File: src/rtl/parbus_pkg.sv
package parbus_pkg;

    localparam int WORD_W     = 12;
    localparam int LOW_W      = 8;
    localparam int ERR_EN_BIT = 10;
    localparam int COPIES     = 2;

    typedef enum logic {
        ERR_CLEAR = 1'b0,
        ERR_RAISED = 1'b1
    } err_state_t;

    typedef struct packed {
        logic bypass;
        logic freeze_low;
        logic out_en;
        logic par_role;
    } ctrl_t;

endpackage

File: src/rtl/parbus_capture.sv
module parbus_capture #(
    parameter int W     = parbus_pkg::WORD_W,
    parameter int LOW_W = parbus_pkg::LOW_W
) (
    input  logic         clk,
    input  logic         rst,
    input  logic         freeze_low,
    input  logic [W-1:0] din,
    output logic [W-1:0] q
);
    localparam int HIGH_W = W - LOW_W;

    logic [LOW_W-1:0]  low_q;
    logic [HIGH_W-1:0] high_q;

    // lower field: held while freeze_low is high
    always_ff @(posedge clk) begin
        if (rst)
            low_q <= '0;
        else if (!freeze_low)
            low_q <= din[LOW_W-1:0];
    end

    // upper field: loads on every edge
    always_ff @(posedge clk) begin
        if (rst)
            high_q <= '0;
        else
            high_q <= din[W-1:LOW_W];
    end

    assign q = {high_q, low_q};

    assert_low_hold_R4: assert property (@(posedge clk) disable iff (rst)
        freeze_low |=> q[LOW_W-1:0] == $past(q[LOW_W-1:0]));

    assert_high_load_R3: assert property (@(posedge clk) disable iff (rst)
        1'b1 |=> q[W-1:LOW_W] == $past(din[W-1:LOW_W]));

endmodule

File: src/rtl/parbus_check.sv
module parbus_check #(
    parameter int W      = parbus_pkg::WORD_W,
    parameter int EN_BIT = parbus_pkg::ERR_EN_BIT
) (
    input  logic         clk,
    input  logic         rst,
    input  logic [W-1:0] din,
    input  logic         par_in,
    input  logic         par_role,
    input  logic         pio_in,
    output logic         flag,
    output logic         partial
);
    import parbus_pkg::*;

    logic       word_x_q;
    logic       sense;
    logic       mismatch;
    err_state_t err_q;

    // XOR of last cycle's word, aligned with the late parity bit
    always_ff @(posedge clk) begin
        if (rst)
            word_x_q <= 1'b0;
        else
            word_x_q <= ^din;
    end

    assign partial  = word_x_q ^ par_in;
    assign sense    = par_role ? pio_in : 1'b0;
    assign mismatch = partial ^ sense;

    always_ff @(posedge clk) begin
        if (rst)
            err_q <= ERR_CLEAR;
        else if (din[EN_BIT])
            err_q <= mismatch ? ERR_RAISED : ERR_CLEAR;
    end

    assign flag = (err_q == ERR_RAISED);

    assert_err_hold_R7: assert property (@(posedge clk) disable iff (rst)
        !din[EN_BIT] |=> $stable(flag));

    assert_err_check_R6: assert property (@(posedge clk) disable iff (rst)
        (din[EN_BIT] && !$past(rst)) |=>
            flag == ($past(^din, 2) ^ $past(par_in) ^ ($past(par_role) & $past(pio_in))));

endmodule

File: src/rtl/parbus_drive.sv
module parbus_drive #(
    parameter int W      = parbus_pkg::WORD_W,
    parameter int COPIES = parbus_pkg::COPIES
) (
    input  logic                  bypass,
    input  logic                  out_en,
    input  logic [W-1:0]          din,
    input  logic [W-1:0]          q,
    input  logic                  flag,
    output logic [COPIES*W-1:0]   y_flat,
    output logic                  y_oe,
    output logic                  err_drv
);
    logic [W-1:0] sel;

    assign sel = bypass ? din : q;

    for (genvar c = 0; c < COPIES; c++) begin : g_copy
        assign y_flat[c*W +: W] = out_en ? sel : '0;
    end

    assign y_oe    = out_en;
    assign err_drv = out_en & flag;

endmodule

File: src/rtl/parbus_reg.sv
module parbus_reg #(
    parameter int WORD_W     = parbus_pkg::WORD_W,
    parameter int LOW_W      = parbus_pkg::LOW_W,
    parameter int ERR_EN_BIT = parbus_pkg::ERR_EN_BIT
) (
    input  logic              clk,
    input  logic              rst,
    input  logic              bypass,
    input  logic              freeze_low,
    input  logic              out_en,
    input  logic [WORD_W-1:0] din,
    input  logic              par_in,
    input  logic              par_role,
    input  logic              pio_in,
    output logic [WORD_W-1:0] ya,
    output logic [WORD_W-1:0] yb,
    output logic              y_oe,
    output logic              err_drv,
    output logic              pio_out,
    output logic              pio_oe
);
    import parbus_pkg::*;

    localparam int NCOPY = 2;

    ctrl_t                    ctrl;
    logic [WORD_W-1:0]        word_q;
    logic                     flag;
    logic                     partial;
    logic [NCOPY*WORD_W-1:0]  y_flat;

    assign ctrl = '{bypass: bypass, freeze_low: freeze_low,
                    out_en: out_en, par_role: par_role};

    parbus_capture #(.W(WORD_W), .LOW_W(LOW_W)) u_capture (
        .clk        (clk),
        .rst        (rst),
        .freeze_low (ctrl.freeze_low),
        .din        (din),
        .q          (word_q)
    );

    parbus_check #(.W(WORD_W), .EN_BIT(ERR_EN_BIT)) u_check (
        .clk      (clk),
        .rst      (rst),
        .din      (din),
        .par_in   (par_in),
        .par_role (ctrl.par_role),
        .pio_in   (pio_in),
        .flag     (flag),
        .partial  (partial)
    );

    parbus_drive #(.W(WORD_W), .COPIES(NCOPY)) u_drive (
        .bypass  (ctrl.bypass),
        .out_en  (ctrl.out_en),
        .din     (din),
        .q       (word_q),
        .flag    (flag),
        .y_flat  (y_flat),
        .y_oe    (y_oe),
        .err_drv (err_drv)
    );

    assign ya      = y_flat[WORD_W-1:0];
    assign yb      = y_flat[2*WORD_W-1:WORD_W];
    assign pio_oe  = ~ctrl.par_role;
    assign pio_out = ctrl.par_role ? 1'b0 : partial;

    always_comb begin
        assert_copies_match_R5: assert (ya == yb);
        if (!out_en)
            assert_disabled_quiet_R5: assert (ya == '0 && !err_drv && !y_oe);
        if (bypass && out_en)
            assert_bypass_pass_R2: assert (ya == din);
    end

endmodule

File: config.mk
export PLATFORM = sky130hd
export DESIGN_NAME = parbus_reg
export DESIGN_NICKNAME = d
export VERILOG_FILES = /design/src/rtl/parbus_pkg.sv /design/src/rtl/parbus_capture.sv /design/src/rtl/parbus_check.sv /design/src/rtl/parbus_drive.sv /design/src/rtl/parbus_reg.sv
export SDC_FILE = /design/constraint.sdc
export NUM_CORES = 1
export LEC_CHECK = 0
export BUFFER_PORTS_ARGS = -buffer_cell sky130_fd_sc_hd__clkbuf_2
export CORE_MARGIN = 4
export CORE_UTILIZATION = 39
export DETAILED_ROUTE_END_ITERATION = 8
export PLACE_DENSITY = 0.71
export SETUP_SLACK_MARGIN = 0.02
export SYNTH_ARGS = -nofsm -noshare
export SYNTH_HDL_FRONTEND = slang
export SYNTH_SLANG_ARGS = --single-unit
File: constraint.sdc
create_clock -name clk -period 0.9 [get_ports clk]
set_input_delay 0.09 -clock clk [delete_from_list [all_inputs] [get_ports clk]]
set_output_delay 0.09 -clock clk [all_outputs]
set_load 0.01 [all_outputs]
## Word level (Yosys, flattened, before mapping)

Index checks and enable logic that the tools add are counted.

- Flip-flop bits (word level): 14
- Bits of input ports: 20
- Logic and storage cells: 14

- Bitwise logic cells: 4
- Reductions and logical operators: 1
- Muxes and demuxes: 5

Operators with widths:

| operator | count |
|---|---|
| two-way mux 12 bit | 2 |
| parity 12 bit | 1 |
| two-way mux 1 bit | 3 |
| bitwise XOR 1 bit | 2 |
| bitwise AND 1 bit | 1 |
| inverter 1 bit | 1 |

## Logic depth before layout (Yosys ltp)

- Depth in word-level cells: 3
- Depth in mapped cells: 4
- Mapped depth without buffers: 4

## Cells and area by module

Synthesis repeated with hierarchy kept, for this count alone.

- Cell total of the unflattened synthesis: 94
- Area, all modules: 895.9 µm²

Modules (own cells, without submodules):

| module | area an instance (µm²) | seq. area each (µm²) | times used | cells each |
|---|---|---|---|---|
| parbus_capture | 391.6 | 240.2 | 1 | 34 |
| parbus_drive | 314.1 | 0.0 | 1 | 40 |
| parbus_check | 180.2 | 40.0 | 1 | 18 |
| parbus_reg | 10.0 | 0.0 | 1 | 2 |

## Least setup slack after synthesis

Ideal clock, no wire load.

- Path type: input -> output
- Start point: input bypass
- End point: output yb[0]
- Data arrival time: 828 ps
- Slack: -18 ps
- Required time: 810 ps
- Cell stages on the path: 4
- Cells stage by stage: buf_2 -> mux2i_1 -> nor2b_1 -> buf_4

- Word-level cells in the longest chain between the ends: 2

RTL lines:

| item | line | text |
|---|---|---|
| from (decl) | parbus_reg.sv:8 | `input logic bypass,` |
| two-way mux 12 bit | parbus_drive.sv:16 | `assign sel = bypass ? din : q;` |
| two-way mux 12 bit | -- |  |
| to (decl) | parbus_reg.sv:16 | `output logic [WORD_W-1:0] yb,` |

No other way between the ends.

## Worst setup path after layout

- Start point: register u_check.word_x_q
- End point: output pio_out

- Word-level cells in the longest chain between the ends: 2

RTL lines:

| item | line | text |
|---|---|---|
| from (decl) | parbus_check.sv:16 | `logic word_x_q;` |
| from (signal assigned) | parbus_check.sv:26 | `word_x_q <= ^din;` |
| bitwise XOR 1 bit | parbus_check.sv:29 | `assign partial = word_x_q ^ par_in;` |
| two-way mux 1 bit | parbus_reg.sv:68 | `assign pio_out = ctrl.par_role ? 1'b0 : partial;` |
| to (decl) | parbus_reg.sv:19 | `output logic pio_out,` |

No other way between the ends.

==> flow_metrics.env <==
export IMPL_die_h_um=55.5
export IMPL_report_final_setup_viol=27
export IMPL_synth_xor_area_share_pct=13.5
export IMPL_dp_hpwl_um=1520
export IMPL_grt_usage_pct=12.9
export IMPL_max_freq_ghz=0.925
export IMPL_swShare_pct=28.0
export IMPL_h_tree_depth=1
export IMPL_grt_max_degree=15
export IMPL_fin_cells=165
export IMPL_drcViolationCount=0
export IMPL_synth_top_cell_by_area="dfxtp_1"
export IMPL_p_clk_share_pct=25.9
export IMPL_finalPower_mw=1.72
export IMPL_placedCellCount=161
export IMPL_power_density_nw_per_um2=1430
export IMPL_rows=16
export IMPL_seqPwrFrac_pct=41.5
export IMPL_synth_top_area_share_pct=31.9
export IMPL_setup_ws_ps=-181
export IMPL_vias=728
export IMPL_synthAdderAreaFrac_pct=0
export IMPL_clockBufferDepth=2
export IMPL_slew_headroom_pct=81.4
export IMPL_cts_made_buffers=3
export IMPL_violations="setup timing"
export IMPL_synthTopCellsByArea="dfxtp_1 (32%), mux2i_1 (24%), nor2b_1 (11%)"
export IMPL_crit_arrival_ps=990
export IMPL_drtIter0Drc=15
export IMPL_crit_fanout=2
export IMPL_first_pass_iters=4
export IMPL_layout_drive_gt1_share_pct=57.2
export IMPL_area_growth_pct=36.8
export IMPL_die_x_um=55.5
export IMPL_rsz0062_at_grt="true"
export IMPL_worst_ep_required_time_ps=810
export IMPL_synth_compound_area_share_pct=0
export IMPL_synth_most_common_cell="mux2i_1"
export IMPL_comb_power_share_pct=32.6
export IMPL_max_cap_violations=0
export IMPL_insertedDiodeCount=0
export IMPL_hp_class="in2reg"
export IMPL_synth_seq_cells=14
export IMPL_die_area_sq_um=3080
export IMPL_yosysSeqAreaShare_pct=31.9
export IMPL_ant_nets=0
export IMPL_slew_violations=0
export IMPL_grt_overflow_total=0
export IMPL_p_int_mw=1.24
export IMPL_netlist_top_cells_count="mux2i_1 (21), nor2b_1 (16), dfxtp_1 (14)"
export IMPL_nets=159
export IMPL_critical_path_class="reg2out"
export IMPL_yosysWarnings=0
export IMPL_p_leak_nw=0.651
export IMPL_netlist_instances=94
export IMPL_wl_per_cell_um=11.6
export IMPL_dpl_cell_area_sq_um=1130
export IMPL_stdcell_area_sq_um=1200
export IMPL_syn_num_nets=114
export IMPL_postCtsSetupBuffers=0
export IMPL_first_global_vias=688
export IMPL_routed_wl_um=1920
export IMPL_clock_sinks=14
export IMPL_synth_top_flop_cell="dfxtp_1"
export IMPL_worst_pin_slew_ps=279
export IMPL_fin_skew_ps=3.65
export IMPL_finalHoldViolCount=0
export IMPL_period_minus_slack_ps=1080
export IMPL_synth_edf_count=0
export IMPL_status="finished, violations left"
export IMPL_async_reset_ff_share_pct=0
export IMPL_clock_latency_ps=280
export IMPL_crit_start="u_check.word_x_q"
export IMPL_min_period_over_period_pct=120
export IMPL_clkTransAtPathRegs_ps=80
export IMPL_synth_avg_cell_area_sq_um=9.34
export IMPL_muxShareOfSynthArea_pct=23.9
export IMPL_p_switching_uw=483
export IMPL_worst_hold_startpoint="din[4]"
export IMPL_antenna_found_initial=0
export IMPL_synth_cell_types=13
export IMPL_vdd_ir_drop_max_mv=0.976
export IMPL_portBuffers=47
export IMPL_cts_tree="done"
export IMPL_grt_first_pass_wirelength_um=3130
export IMPL_cts_root_buf="clkbuf_4"
export IMPL_worstReg2RegStart="u_check.word_x_q"
export IMPL_yosys_area_share_simple_pct=17.2
export IMPL_coreArea_sq_um=2040
export IMPL_end_kind="output pin"
export IMPL_cp_start_kind="register"
export IMPL_pin_count=48
export IMPL_worst_r2r_setup_slack_ps=-50
export IMPL_via_per_inst=4.41
export IMPL_syn_area_sq_um=878
export IMPL_synth_top_family_by_area="multiplexers"
export IMPL_place_gp_congestion=0.738
export IMPL_initial_core_util_pct=43.0
[layout by cell type (no fill, tap or decap), drive strengths merged]
cell	count
xor2	2
dfxtp	14
inv	1
nand2	1
nor2b	16
mux2i	21
xnor3	1
clkbuf	28
and2	1
xnor2	9
buf	33
nor2	11
[per-stage QoR]
stage	TNS, ps	util (%)	hold slack, ps	setup slack, ps
after global routing	-5710	58.8	98.4	-267
after detailed placement	-209	55.4	382	-170
final	-3510	58.8	92.6	-181
after CTS	-4420	58.1	85.5	-206
after global placement	-168	55.4	373	-153
after floorplan	-164	-	162	-18.2
[power groups by stage]
stage	Sequential, mW	Clock [mW]	Combinational, mW
floorplan	0.706	0	0.375
global placement	0.713	0	0.529
detailed placement	0.713	0	0.542
CTS	0.713	0.463	0.556
global route	0.722	0.501	0.610
finish	0.715	0.446	0.562
[what timing repair did]
item | CTS | global route
setup endpoints to repair | 27 | 27
resized for setup | 11 | 29
hold buffers | 0 | 0
pin swaps | 1 | 0
[final timing paths]
check	endpoint	cells past startpoint
max reg2reg	u_check.flag	4
min	u_capture.low_q[4]	3
max	pio_out	3
min reg2reg	u_capture.low_q[2]	2
[routing by layer]
layer / wire, um / track usage, % / vias to the layer above
met5: 0 / 0 / -
met4: 15 / 4.17 / 0
met3: 124 / 5.36 / 2
met2: 1030 / 22.1 / 23
met1: 746 / 14.3 / 327
li1: - / - / 376
[layout make-up]
cell class                      instances  area [sq um]
Fill cell                             194           841
Timing Repair Buffer                   57           329
Tap cell                               27          33.8
Multi-Input combinational cell         62           500
Inverter                                1          3.75
Clock buffer                            4          36.3
Sequential cell                        14           298
[kinds of logic (layout without fill, tap and decap cells)]
family,Yosys count,count (layout)
xor gates and xnor gates,12,12
buffers and inverters,18,62
DFF,14,14
muxes,21,21
and+or+nand+nor,29,29
[critical path, stage by stage (launching register included)]
cell      delay (ps)
dfxtp_2          340
xnor2_2          140
nor2_1            90
clkbuf_2         140
[registers in the layout (all words and copies together), names as in the netlist]
register          cells
u_capture.high_q      4
u_check.flag          1
u_capture.low_q       8
u_check.word_x_q      1
Note: power is estimated with default switching activity, not from simulation.
